==> src/rtl/rx_ring_fetch.sv <==
module rx_ring_fetch #(
  parameter int FIELD_W = 16,
  parameter int SLOT_W  = 32
) (
  input  logic                 clk,
  input  logic                 rst_n,
  input  logic                 cfg_wide,
  input  logic [FIELD_W-1:0]   upper_addr,
  input  logic [FIELD_W-1:0]   ring_start,
  input  logic [FIELD_W-1:0]   ring_end,
  input  logic [FIELD_W-1:0]   wr_ptr,
  input  logic                 rp_load,
  input  logic [FIELD_W-1:0]   rp_load_val,
  input  logic                 cmd_fetch,
  input  logic                 exh_clear,
  input  logic                 frame_done,
  input  logic [2*FIELD_W-1:0] frame_remain,
  input  logic [FIELD_W-1:0]   eob_thresh,
  output logic                 mem_req,
  output logic [2*FIELD_W-1:0] mem_addr,
  input  logic                 mem_ack,
  input  logic [SLOT_W-1:0]    mem_rdata,
  output logic [2*FIELD_W-1:0] buf_addr,
  output logic [2*FIELD_W-1:0] buf_words,
  output logic [FIELD_W-1:0]   rd_ptr,
  output logic                 exhausted,
  output logic                 exh_irq,
  output logic                 done,
  output logic                 busy
);
  localparam int AW = 2 * FIELD_W;

  logic [1:0]         beat;
  logic               pend;
  logic [FIELD_W-1:0] f0, f1, f2;
  logic [FIELD_W-1:0] d;
  logic [FIELD_W-1:0] stride, adv_ptr, new_ptr;
  logic [AW-1:0]      off;
  logic               trig, last, hit_wr;
  logic               unused_hi;

  assign d         = mem_rdata[FIELD_W-1:0];
  assign unused_hi = ^mem_rdata[SLOT_W-1:FIELD_W];
  assign trig      = cmd_fetch | exh_clear |
                     (frame_done && (frame_remain < {{FIELD_W{1'b0}}, eob_thresh}));
  assign stride    = cfg_wide ? FIELD_W'(16) : FIELD_W'(8);
  assign adv_ptr   = rd_ptr + stride;
  assign new_ptr   = (adv_ptr == ring_end) ? ring_start : adv_ptr;
  assign hit_wr    = (new_ptr == wr_ptr);
  assign off       = cfg_wide ? {{(AW-4){1'b0}}, beat, 2'b00} : {{(AW-3){1'b0}}, beat, 1'b0};
  assign mem_addr  = {upper_addr, rd_ptr} + off;
  assign mem_req   = busy;
  assign last      = busy && mem_ack && (beat == 2'd3);

  always_ff @(posedge clk) begin
    if (!rst_n) begin
      busy      <= 1'b0;
      beat      <= 2'd0;
      pend      <= 1'b0;
      f0        <= '0;
      f1        <= '0;
      f2        <= '0;
      buf_addr  <= '0;
      buf_words <= '0;
      rd_ptr    <= '0;
      exhausted <= 1'b0;
      exh_irq   <= 1'b0;
      done      <= 1'b0;
    end else begin
      done    <= last;
      exh_irq <= last && hit_wr;
      if (exh_clear) exhausted <= 1'b0;
      if (last && hit_wr) exhausted <= 1'b1;
      if (!busy) begin
        if (rp_load) rd_ptr <= rp_load_val;
        if (trig) begin
          busy <= 1'b1;
          beat <= 2'd0;
        end
      end else begin
        if (trig && !last) pend <= 1'b1;
        if (mem_ack) begin
          beat <= beat + 2'd1;
          case (beat)
            2'd0: f0 <= d;
            2'd1: f1 <= d;
            2'd2: f2 <= d;
            default: begin
              buf_addr  <= {f1, f0};
              buf_words <= {d, f2};
              rd_ptr    <= new_ptr;
              busy      <= pend | trig;
              pend      <= 1'b0;
            end
          endcase
        end
      end
    end
  end


  req_hold_chk: assert property (@(posedge clk) disable iff (!rst_n)
    (mem_req && !mem_ack) |=> (mem_req && $stable(mem_addr)));


  no_partial_chk: assert property (@(posedge clk) disable iff (!rst_n)
    !$stable(buf_addr) || !$stable(buf_words) |-> done);


  exh_pulse_chk: assert property (@(posedge clk) disable iff (!rst_n)
    $rose(exhausted) |-> exh_irq);


  done_after_busy_chk: assert property (@(posedge clk) disable iff (!rst_n)
    done |-> $past(busy));


  ptr_move_chk: assert property (@(posedge clk) disable iff (!rst_n)
    !$stable(rd_ptr) |-> (done || $past(rp_load && !busy)));
endmodule

==> config.mk <==
export PLATFORM = sky130hd
export DESIGN_NAME = rx_ring_fetch
export DESIGN_NICKNAME = d
export VERILOG_FILES = /design/src/rtl/rx_ring_fetch.sv
export SDC_FILE = /design/constraint.sdc
export NUM_CORES = 1
export LEC_CHECK = 0
export ABC_AREA = 1
export ABC_CLOCK_PERIOD_IN_PS = 3400
export BUFFER_PORTS_ARGS = -buffer_cell sky130_fd_sc_hd__buf_2
export CAP_MARGIN = 5
export CORE_ASPECT_RATIO = 0.7
export CORE_MARGIN = 5
export CORE_UTILIZATION = 40
export DETAILED_ROUTE_END_ITERATION = 12
export PLACE_DENSITY = 0.76
export REMOVE_ABC_BUFFERS = 1
export SLEW_MARGIN = 20
export SYNTH_ARGS = -nofsm -noshare
export SYNTH_HDL_FRONTEND = slang
export SYNTH_SLANG_ARGS = --single-unit
==> constraint.sdc <==
create_clock -name clk -period 3.4 [get_ports clk]
set_input_delay 0.34 -clock clk [delete_from_list [all_inputs] [get_ports clk]]
set_output_delay 0.34 -clock clk [all_outputs]
set_load 0.1 [all_outputs]
==> impl_metrics.env <==
export IMPL_p_leak_uw=0.00493
export IMPL_firstDrtPassIters=5
export IMPL_setup_ws_ns=-0.348
export IMPL_arrival_ns=3.41
export IMPL_synth_area_top_cells="dfxtp_1 36%, nand2_1 19%, a21oi_1 9.3%"
export IMPL_synth_cell_types=39
export IMPL_rows=41
export IMPL_cts_buffers=17
export IMPL_rsz0062_at_grt="yes"
export IMPL_die_w_um=174
export IMPL_dpl_hpwl_um=19800
export IMPL_tightest_slew_ns=0.821
export IMPL_yosys_area_top_type="dfxtp_1"
export IMPL_grt_pass1_wl_um=41500
export IMPL_syn_area_per_cell_um2=6.72
export IMPL_syn_inst=1117
export IMPL_synth_edf_count=0
export IMPL_max_slew_margin_pct=45.2
export IMPL_clk_path_buf_depth=2
export IMPL_place_area_um2=9450
export IMPL_status="finished, violations left"
export IMPL_drt_iter0_markers=644
export IMPL_drcViolationCount=0
export IMPL_areaGrowthSynthToFinish_pct=37.3
export IMPL_ys_warn_count=0
export IMPL_ant_nets=0
export IMPL_powerDensity_nw_per_um2=421
export IMPL_pre_cts_slack_ns=-0.126
export IMPL_worstSkewPairLatency_ns=0.42
export IMPL_start_util_pct=41.2
export IMPL_synth_seq_area_share_pct=36.0
export IMPL_layout_commonest_cell="nand2_1"
export IMPL_io_pins=285
export IMPL_layout_common_cells="372 x nand2_1, 249 x buf_2, 140 x a21oi_1"
export IMPL_violations="setup timing"
export IMPL_clk_pin_slew_ns=0.06
export IMPL_start_kind="register"
export IMPL_path_max_fanout=3
export IMPL_ys_async_sr_fraction_pct=0
export IMPL_port_buffers=268
export IMPL_core_um2=18200
export IMPL_synth_top_cell_area_share_pct=36.0
export IMPL_slowest_delay_ns=0.35
export IMPL_drive_gt1_share_pct=28.9
export IMPL_hold_viol=0
export IMPL_worstHoldPathCells=3
export IMPL_crit_path_cell_trace="inv_2 > nor2_2 > ha_2 > inv_2 > fa_2 > o21ai_2 > nand3_2 > nor2_4 > nand2_2 > nor3_4 > nand3_2 > nor2_4 > nand3_4 > buf_4 > buf_6 > nor3_4 > xor2_2 > clkbuf_16"
export IMPL_fin_worst_hold_slack_ns=0.196
export IMPL_grt_max_degree=65
export IMPL_clockRootBuffer="clkbuf_16"
export IMPL_peakVddDrop_v=0.000304
export IMPL_r2r_cells=22
export IMPL_syn_area_um2=7510
export IMPL_grt_overflow=0
export IMPL_fin_nets=1596
export IMPL_grt_use_total_pct=23.5
export IMPL_num_vias=8497
export IMPL_min_path_type="input pin to register"
export IMPL_drv_cap=0
export IMPL_grt_pass1_vias=7907
export IMPL_setup_viol=9
export IMPL_synth_flop_cell="dfxtp_1"
export IMPL_post_route_util_pct=56.6
export IMPL_ys_seq_elements=135
export IMPL_cp_required_ns=3.06
export IMPL_fin_setup_tns_ns=-1.73
export IMPL_path_class="register to primary output"
export IMPL_dieArea_um2=21700
export IMPL_min_period_ns=3.75
export IMPL_drv_slew=0
export IMPL_drt_total_wl_um=26900
export IMPL_fin_crit_sh_pct=110
export IMPL_wire_per_inst_um=16.3
export IMPL_skew_ns=0.0117
export IMPL_viasPerCell=5.15
export IMPL_antenna_found_initial=0
export IMPL_clock_sinks=135
export IMPL_antennaDiodeCount=0
export IMPL_gp_congestion=0.948
export IMPL_cp_slowest_cell="fa_2"
export IMPL_fmax_ghz=0.267
export IMPL_htreeDepth=4
export IMPL_fp_dieH_um=125
export IMPL_fin_area_um2=10300
export IMPL_tritoncts="yes"
export IMPL_cp_end_kind="primary output"
==> cell families (layout without fill, tap and decap cells) <==
kind of cell	after synthesis	after routing	share of synthesized area, %
adders and majority gates	27	27	4.70
and+or+nand+nor	601	601	35.1
DFF	135	135	36.0
buffers and inverters	149	446	8.00
xor gates and xnor gates	34	34	4.35
AOI/OAI and AO/OA	171	171	11.8
==> synth_stat cells (all sizes together), types with 11 or more instances <==
cell type,instances
ha,25
nand2,382
nand4,11
xor2,23
nand3b,14
buf,12
a21oi,140
inv,89
dfxtp,135
o21ai,16
clkbuf,46
nand3,115
nor2,65
==> final cells by class <==
class | instances | area [µm²]
Inverter | 91 | 344
Clock buffer | 17 | 425
Timing Repair Buffer | 323 | 2050
Multi-Input combinational cell | 833 | 4340
Tap cell | 236 | 295
Fill cell | 1735 | 7900
Sequential cell | 135 | 2700
Clock inverter | 15 | 154
==> state kept, by name, indices dropped and copies added (netlist names) <==
signal / flops
beat: 2
buf_addr: 32
buf_words: 32
busy: 1
done: 1
exh_irq: 1
exhausted: 1
f0: 16
f1: 16
f2: 16
pend: 1
rd_ptr: 16
==> layer usage <==
metal	track usage (%)	wire [µm]	up-vias
li1	-	-	4196
met1	32.8	12300	3925
met2	36.1	11900	327
met3	5.28	1930	49
met4	7.49	650	0
met5	0	0	-
==> power by group <==
group / total [µW] / switching (µW) / internal [µW] / leakage (µW)
Sequential: 1640 / 35.9 / 1610 / 0.00109
Clock: 1840 / 805 / 1040 / 0.000282
Combinational: 851 / 599 / 253 / 0.00356
Total: 4340 / 1440 / 2900 / 0.00493
==> stage by stage <==
stage | total power (µW) | instances
CTS | 4350 | 1652
global placement | 2500 | 1600
global route | 4480 | 1650
finish | 4340 | 1650
detailed placement | 2510 | 1600
floorplan | 2200 | 1059
==> critical path: cells and delay by family, from the launching register on <==
kind | cells | cell delay [ns]
adder cells (fa/ha/maj) | 2 | 0.54
XOR/XNOR | 1 | 0.21
AND/OR/NAND/NOR | 9 | 1.12
flip-flops | 1 | 0.33
buffers and inverters | 5 | 0.59
AO/OA/AOI/OAI | 1 | 0.18
==> path summary, 6_finish.rpt <==
check                                endpoint       from  slack [ns]
worst max-delay path             mem_addr[23]    beat[0]       -0.35
worst min-delay path                exhausted  exh_clear        0.20
worst max register to register      exhausted  rd_ptr[3]        0.31
worst min register to register  buf_words[13]     f2[13]        0.45
==> repair_timing <==
item	CTS	global route
hold buffers	0	0
gates resized for setup	20	14
setup buffers	20	5
pin swaps	10	9
setup endpoints to repair	9	13
(Power assumes the default switching activity.)
